<file path="src/rtl/tlb_testport_pkg.sv">
package tlb_testport_pkg;

  typedef enum logic {
    CMD_WRITE  = 1'b0,
    CMD_LOOKUP = 1'b1
  } cmd_e;

  localparam int ATTR_N = 3;   // {dirty, user, writable}

  // One true/complement pair against one stored flag: lookup acceptance.
  function automatic logic pair_accepts(input logic [1:0] pair, input logic stored);
    case (pair)
      2'b10:   pair_accepts = stored;
      2'b01:   pair_accepts = !stored;
      default: pair_accepts = 1'b1;
    endcase
  endfunction

  // One pair applied to one stored flag on a write.
  function automatic logic pair_update(input logic [1:0] pair, input logic stored);
    case (pair)
      2'b10:   pair_update = 1'b1;
      2'b01:   pair_update = 1'b0;
      default: pair_update = stored;
    endcase
  endfunction

  function automatic logic attr_accepts(input logic [2*ATTR_N-1:0] pairs,
                                        input logic [ATTR_N-1:0]   attr);
    attr_accepts = 1'b1;
    for (int i = 0; i < ATTR_N; i++)
      attr_accepts = attr_accepts & pair_accepts(pairs[2*i +: 2], attr[i]);
  endfunction

  function automatic logic [ATTR_N-1:0] attr_update(input logic [2*ATTR_N-1:0] pairs,
                                                    input logic [ATTR_N-1:0]   attr);
    for (int i = 0; i < ATTR_N; i++)
      attr_update[i] = pair_update(pairs[2*i +: 2], attr[i]);
  endfunction

endpackage

</file>
<file path="src/rtl/tlb_testport_way.sv">
module tlb_testport_way
  import tlb_testport_pkg::*;
#(
  parameter int SETS  = 8,
  parameter int TAG_W = 17,
  parameter int PPN_W = 20,
  localparam int IDX_W = $clog2(SETS)
) (
  input  logic                  clk,
  input  logic                  rst_n,
  input  logic                  flush_i,
  input  logic                  wr_en_i,
  input  logic [IDX_W-1:0]      idx_i,
  input  logic [TAG_W-1:0]      tag_i,
  input  logic                  v_i,
  input  logic [2*ATTR_N-1:0]   pairs_i,
  input  logic [PPN_W-1:0]      ppn_i,
  output logic                  match_o,
  output logic [PPN_W-1:0]      ppn_o,
  output logic [ATTR_N-1:0]     attr_o
);

  logic [TAG_W-1:0]  tag_q  [SETS];
  logic [ATTR_N-1:0] attr_q [SETS];
  logic [PPN_W-1:0]  ppn_q  [SETS];
  logic [SETS-1:0]   v_q;

  always_ff @(posedge clk) begin
    if (!rst_n) begin
      v_q <= '0;
      for (int s = 0; s < SETS; s++) begin
        tag_q[s]  <= '0;
        attr_q[s] <= '0;
        ppn_q[s]  <= '0;
      end
    end else if (flush_i) begin
      v_q <= '0;
    end else if (wr_en_i) begin
      tag_q[idx_i]  <= tag_i;
      v_q[idx_i]    <= v_i;
      attr_q[idx_i] <= attr_update(pairs_i, attr_q[idx_i]);
      ppn_q[idx_i]  <= ppn_i;
    end
  end

  // Valid flag takes part in the compare like an address bit.
  assign match_o = (tag_q[idx_i] == tag_i) && (v_q[idx_i] == v_i) &&
                   attr_accepts(pairs_i, attr_q[idx_i]);
  assign ppn_o   = ppn_q[idx_i];
  assign attr_o  = attr_q[idx_i];

endmodule

</file>
<file path="src/rtl/tlb_testport_pick.sv">
module tlb_testport_pick
  import tlb_testport_pkg::*;
#(
  parameter int WAYS  = 4,
  parameter int PPN_W = 20,
  localparam int WAY_W = $clog2(WAYS)
) (
  input  logic [WAYS-1:0]              match_i,
  input  logic [WAYS-1:0][PPN_W-1:0]   ppn_i,
  input  logic [WAYS-1:0][ATTR_N-1:0]  attr_i,
  output logic                         hit_o,
  output logic [WAY_W-1:0]             way_o,
  output logic [PPN_W-1:0]             ppn_o,
  output logic [ATTR_N-1:0]            attr_o
);

  // A hit needs exactly one matching way; the merged fields are only
  // meaningful then.
  always_comb begin
    hit_o  = ($countones(match_i) == 1);
    way_o  = '0;
    ppn_o  = '0;
    attr_o = '0;
    for (int w = 0; w < WAYS; w++) begin
      if (match_i[w]) way_o = way_o | WAY_W'(w);
      ppn_o  = ppn_o  | ({PPN_W{match_i[w]}}  & ppn_i[w]);
      attr_o = attr_o | ({ATTR_N{match_i[w]}} & attr_i[w]);
    end
  end

endmodule

</file>
<file path="src/rtl/tlb_testport.sv">
module tlb_testport
  import tlb_testport_pkg::*;
#(
  parameter int WAYS  = 4,
  parameter int SETS  = 8,
  parameter int LPN_W = 20,
  parameter int PPN_W = 20,
  localparam int IDX_W = $clog2(SETS),
  localparam int TAG_W = LPN_W - IDX_W,
  localparam int WAY_W = $clog2(WAYS)
) (
  input  logic                 clk,
  input  logic                 rst_n,
  input  logic                 flush_i,
  input  logic                 dreg_we_i,
  input  logic [PPN_W-1:0]     dreg_ppn_i,
  input  logic [WAY_W-1:0]     dreg_way_i,
  input  logic                 dreg_hit_i,
  input  logic                 cmd_valid_i,
  input  logic                 cmd_op_i,
  input  logic [LPN_W-1:0]     cmd_lpn_i,
  input  logic                 cmd_v_i,
  input  logic [2*ATTR_N-1:0]  cmd_pairs_i,
  output logic [PPN_W-1:0]     dreg_ppn_o,
  output logic [WAY_W-1:0]     dreg_way_o,
  output logic                 dreg_hit_o,
  output logic [ATTR_N-1:0]    dreg_attr_o
);

  // Named internal events, observed by the bound checker.
  logic wr_fire;   // write command accepted
  logic lk_fire;   // lookup command accepted
  logic [WAYS-1:0]             match_vec;
  logic [WAYS-1:0][PPN_W-1:0]  way_ppn;
  logic [WAYS-1:0][ATTR_N-1:0] way_attr;
  logic                        res_hit;
  logic [WAY_W-1:0]            res_way;
  logic [PPN_W-1:0]            res_ppn;
  logic [ATTR_N-1:0]           res_attr;

  assign wr_fire = cmd_valid_i && (cmd_e'(cmd_op_i) == CMD_WRITE) && !flush_i;
  assign lk_fire = cmd_valid_i && (cmd_e'(cmd_op_i) == CMD_LOOKUP);

  for (genvar w = 0; w < WAYS; w++) begin : g_way
    tlb_testport_way #(
      .SETS  (SETS),
      .TAG_W (TAG_W),
      .PPN_W (PPN_W)
    ) u_way (
      .clk     (clk),
      .rst_n   (rst_n),
      .flush_i (flush_i),
      .wr_en_i (wr_fire && (dreg_way_o == WAY_W'(w))),
      .idx_i   (cmd_lpn_i[IDX_W-1:0]),     // set index
      .tag_i   (cmd_lpn_i[LPN_W-1:IDX_W]),
      .v_i     (cmd_v_i),
      .pairs_i (cmd_pairs_i),
      .ppn_i   (dreg_ppn_o),
      .match_o (match_vec[w]),
      .ppn_o   (way_ppn[w]),
      .attr_o  (way_attr[w])
    );
  end

  tlb_testport_pick #(
    .WAYS  (WAYS),
    .PPN_W (PPN_W)
  ) u_pick (
    .match_i (match_vec),
    .ppn_i   (way_ppn),
    .attr_i  (way_attr),
    .hit_o   (res_hit),
    .way_o   (res_way),
    .ppn_o   (res_ppn),
    .attr_o  (res_attr)
  );

  // Data register: a lookup result wins over a load in the same cycle.
  always_ff @(posedge clk) begin
    if (!rst_n) begin
      dreg_ppn_o  <= '0;
      dreg_way_o  <= '0;
      dreg_hit_o  <= 1'b0;
      dreg_attr_o <= '0;
    end else if (lk_fire) begin
      dreg_hit_o <= res_hit;
      if (res_hit) begin
        dreg_ppn_o  <= res_ppn;
        dreg_way_o  <= res_way;
        dreg_attr_o <= res_attr;
      end
    end else if (dreg_we_i) begin
      dreg_ppn_o <= dreg_ppn_i;
      dreg_way_o <= dreg_way_i;
      dreg_hit_o <= dreg_hit_i;
    end
  end

endmodule

</file>
<file path="config.mk">
export PLATFORM = sky130hd
export DESIGN_NAME = tlb_testport
export DESIGN_NICKNAME = d
export VERILOG_FILES = /design/src/rtl/tlb_testport_pkg.sv /design/src/rtl/tlb_testport_way.sv /design/src/rtl/tlb_testport_pick.sv /design/src/rtl/tlb_testport.sv
export SDC_FILE = /design/constraint.sdc
export NUM_CORES = 2
export LEC_CHECK = 0
export ABC_CLOCK_PERIOD_IN_PS = 18700
export CORE_AREA = 2 2 402 284
export CTS_CLUSTER_DIAMETER = 120
export CTS_CLUSTER_SIZE = 12
export DETAILED_ROUTE_END_ITERATION = 7
export DIE_AREA = 0 0 404 286
export GPL_TIMING_DRIVEN = 0
export PLACE_DENSITY = 0.69
export REMOVE_ABC_BUFFERS = 1
export SLEW_MARGIN = 20
export SYNTH_ARGS = -nofsm -noshare
export SYNTH_HDL_FRONTEND = slang
export SYNTH_SLANG_ARGS = --single-unit
</file>
<file path="constraint.sdc">
create_clock -name clk -period 18.7 [get_ports clk]
set_clock_uncertainty 0.1 [all_clocks]
set_input_delay 3.74 -clock clk [delete_from_list [all_inputs] [get_ports clk]]
set_output_delay 3.74 -clock clk [all_outputs]
set_load 0.01 [all_outputs]
</file>
==> impl_metrics.json <==
{
  "hold_viol_final": 0,
  "grt_setup_unrepaired": "no",
  "arrival_ps": 11100,
  "grt-ovfl-total": 0,
  "area_delta_synth_final_pct": 14.81,
  "cts.sink_count": 1338,
  "slew_violations": 0,
  "first_iter_violations": 6519,
  "p_clk_share_pct": 36.1,
  "syn_area_um2": 61110,
  "drc_errors": 0,
  "synth_edf_count": 1280,
  "cts_buffer_depth": 3,
  "grt_pass1_wl_um": 289400,
  "root_buffer": "clkbuf_16",
  "p_seq_share_pct": 54.4,
  "synth.area.top_cells": "edfxtp_1 (63%), and2_1 (12%), mux2_2 (2.8%), mux2i_1 (2.4%), clkbuf_1 (2.1%)",
  "syn_avg_cell_area_um2": 13.21,
  "cellPowerDensity_nw_per_um2": 90.03,
  "setup.worst_path.start_class": "primary input",
  "final_layout_size_suffix_gt1_share_pct": 14.61,
  "p_sw_mw": 1.546,
  "setup_tns_ps": 0,
  "antenna_found_initial": 12,
  "comb_power_share_pct": 9.4,
  "yosys_most_used_dff": "edfxtp_1",
  "maxCapViolCount": 0,
  "setup_viol": 0,
  "yosysWarnings": 0,
  "insertion_delay_ps": 760,
  "grt_pass1_vias": 39750,
  "wl_um": 204100,
  "holdBufCountCts": 0,
  "wire_per_inst_um": 33.51,
  "worst-path-max-fanout": 68,
  "hpwl_um": 129200,
  "synthDistinctLibCells": 66,
  "ant_nets": 0,
  "start_util_pct": 54.63,
  "ys_async_sr_fraction_pct": 0,
  "ir_drop_mv": 0.08214,
  "synth_top_area_cell": "edfxtp_1",
  "cts_tree": "yes",
  "io_buffer_count": 81,
  "r2r_end": "dreg_ppn_o[14]",
  "ys_seq_elements": 1338,
  "seq_area_frac_synth_pct": 64.79,
  "finalCritPeriodShare_pct": 56.71,
  "clock.fmax_mhz": 94.29,
  "fill_cells": 8158,
  "rr_worst_depth": 14,
  "h-tree-depth": 3,
  "timing.hold.ws_ps": 377.6,
  "cts_setup_buffers": 0,
  "seqCellArea_um2": 39620,
  "vias_per_cell": 6.737,
  "met3_length_um": 30850,
  "wl_met1_um": 78590,
  "groute.usage.overall_pct": 35.13,
  "grt_max_degree": 82,
  "relSlewSlack_pct": 21.11,
  "power.internal_mw": 4.771,
  "crit_type": "in -> reg",
  "routabilityCongestion": 0.9123,
  "switching_share_pct": 24.47,
  "drt_pre_antenna_iters": 6,
  "cp_cell_sequence": "buf_8 > buf_16 > buf_16 > nand2b_1 > o32ai_1 > o31ai_1 > o2111ai_1 > nor4_1 > nand3_1 > nor4b_1 > ha_1 > ha_1 > fa_1 > nor3_1 > nand2_2 > a221oi_1 > a31oi_1",
  "r2r_slack_ps": 12400,
  "coreArea_um2": 111900,
  "multiInputGateArea_um2": 20370,
  "placementRows": 103,
  "die_w_um": 404,
  "vias": 41030,
  "rr_startpoint": "g_way[1].u_way.tag_q[7][9]",
  "wl_met2_um": 85540,
  "min_period_ps": 10610,
  "outcome": "finished, final reports clean",
  "crit_start": "cmd_lpn_i[0]",
  "hp-class": "reg -> reg",
  "endpoint_kind": "register",
  "synth_top_area_share_pct": 62.89,
  "clkTransAtPathRegs_ps": 60,
  "crit_slowest_cell": "nand2b_1",
  "cpPeakStageDelay_ps": 910,
  "die_y_um": 286,
  "ios": 82,
  "total_leakage_power_nw": 25.10,
  "cts.repair.resized": 0,
  "crit_end": "dreg_ppn_o[14]",
  "die_area_um2": 115500,
  "crit_required_ps": 19200,
  "cts_buffers": 121,
  "synth_cells": 4625,
  "layout.nets": 4628,
  "routed.top_layer": "met5",
  "tightest_slew_ps": 1183
}
==> area by class of cell <==
| cell class | count | share of cell area (%) |
|---|---|---|
| clock inverter | 6 | 0.1177 |
| antenna | 6 | 0.02140 |
| inverter | 18 | 0.1159 |
| clock buffer | 170 | 4.638 |
| multi-input combinational | 2824 | 29.04 |
| tap | 1470 | 2.621 |
| timing repair buffer | 258 | 6.973 |
| sequential | 1338 | 56.47 |
==> registers in the layout (all words and copies together), names as in the netlist <==
signal / cells
dreg_attr_o: 3
dreg_hit_o: 1
dreg_ppn_o: 20
dreg_way_o: 2
g_way.u_way.attr_q: 96
g_way.u_way.ppn_q: 640
g_way.u_way.tag_q: 544
g_way.u_way.v_q: 32
==> cell usage after synthesis (all sizes together), types with 57 or more instances <==
library cell / count
clkbuf: 350
nand3: 79
o21ai: 110
a22oi: 60
mux2: 154
buf: 95
and2: 1159
o221ai: 57
o22ai: 191
dfxtp: 58
nor2: 221
a21oi: 112
nand2: 91
edfxtp: 1280
mux2i: 145
==> worst max-delay path: cells and delay by family <==
kind / cells / cell delay, ps
compound gates: 5 / 1720
fa+ha+maj: 3 / 1070
buf+inv: 3 / 1150
simple gates: 6 / 3100
==> layer usage <==
layer / vias up / GRT usage, %
met1: 20420 / 50.18
met4: 6 / 13.37
met2: 3134 / 49.78
met5: - / 0
li1: 16850 / -
met3: 616 / 11.89
==> logic make-up (layout without fill, tap and decap cells) <==
kind of cell               after synthesis  after routing  share of synthesized area [%]
AOI/OAI and AO/OA                      745            745                          8.341
and+or+nand+nor                       1653           1653                          15.54
xor gates and xnor gates                69             69                         0.9889
buffers and inverters                  463            452                          3.153
adders and majority gates               11             11                         0.2375
muxes                                  346            346                          6.945
DFF                                   1338           1338                          64.79
other                                    0              6                              0
==> how the worst min path moves through the flow <==
stage / startpoint / to / slack, ps / depth (start not counted)
detailed placement: g_way[3].u_way.v_q[3] / g_way[3].u_way.v_q[3] / 370 / 2
global route: g_way[2].u_way.v_q[6] / g_way[2].u_way.v_q[6] / 400 / 2
global placement: g_way[1].u_way.v_q[2] / g_way[1].u_way.v_q[2] / 360 / 2
floorplan: g_way[1].u_way.v_q[2] / g_way[1].u_way.v_q[2] / 350 / 2
CTS: g_way[3].u_way.v_q[3] / g_way[3].u_way.v_q[3] / 380 / 2
finish: g_way[3].u_way.v_q[3] / g_way[3].u_way.v_q[3] / 380 / 2
==> layout by cell type, fill, tap and decap left out, drive strengths merged, types with 6 or more instances in the layout <==
| cell | Yosys | layout |
|---|---|---|
| a211oi | 15 | 15 |
| a21oi | 112 | 112 |
| a221o | 21 | 21 |
| a221oi | 55 | 55 |
| a222oi | 7 | 7 |
| a22o | 14 | 14 |
| a22oi | 60 | 60 |
| a31oi | 17 | 17 |
| a32oi | 7 | 7 |
| and2 | 1159 | 1159 |
| buf | 95 | 198 |
| clkbuf | 350 | 170 |
| clkdlybuf4s50 | 0 | 60 |
| clkinv | 1 | 6 |
| dfxtp | 58 | 58 |
| diode | 0 | 6 |
| edfxtp | 1280 | 1280 |
| ha | 10 | 10 |
| inv | 17 | 18 |
| mux2 | 154 | 154 |
| mux2i | 145 | 145 |
| mux4 | 47 | 47 |
| nand2 | 91 | 91 |
| nand2b | 8 | 8 |
| nand3 | 79 | 79 |
| nor2 | 221 | 221 |
| nor2b | 9 | 9 |
| nor3 | 23 | 23 |
| nor4 | 11 | 11 |
| o211ai | 29 | 29 |
| o21ai | 110 | 110 |
| o221a | 9 | 9 |
| o221ai | 57 | 57 |
| o22a | 20 | 20 |
| o22ai | 191 | 191 |
| or3 | 25 | 25 |
| xnor2 | 45 | 45 |
| xor2 | 24 | 24 |
==> stage by stage <==
step | std cells | power, mW | setup slack (ps) | instance area (µm²) | utilization (%)
after detailed placement | 5908 | 4.072 | 7433 | 66800 | 59.71
after CTS | 6084 | 6.295 | 8201 | 70130 | 62.70
after global routing | 6086 | 6.447 | 8106 | 70150 | 62.71
after floorplan | 4180 | 3.718 | 8738 | 59250 | -
final | 6090 | 6.317 | 8095 | 70160 | 62.72
after global placement | 5731 | 4.064 | -20150 | 61900 | 55.34
==> power groups by stage <==
stage | Clock, mW | Sequential, mW | Combinational [mW]
after floorplan | 0 | 3.49 | 0.232
after global placement | 0 | 3.53 | 0.538
after detailed placement | 0 | 3.50 | 0.573
after CTS | 2.28 | 3.44 | 0.575
after global routing | 2.39 | 3.45 | 0.609
final | 2.28 | 3.44 | 0.596
(Power assumes the default switching activity.)
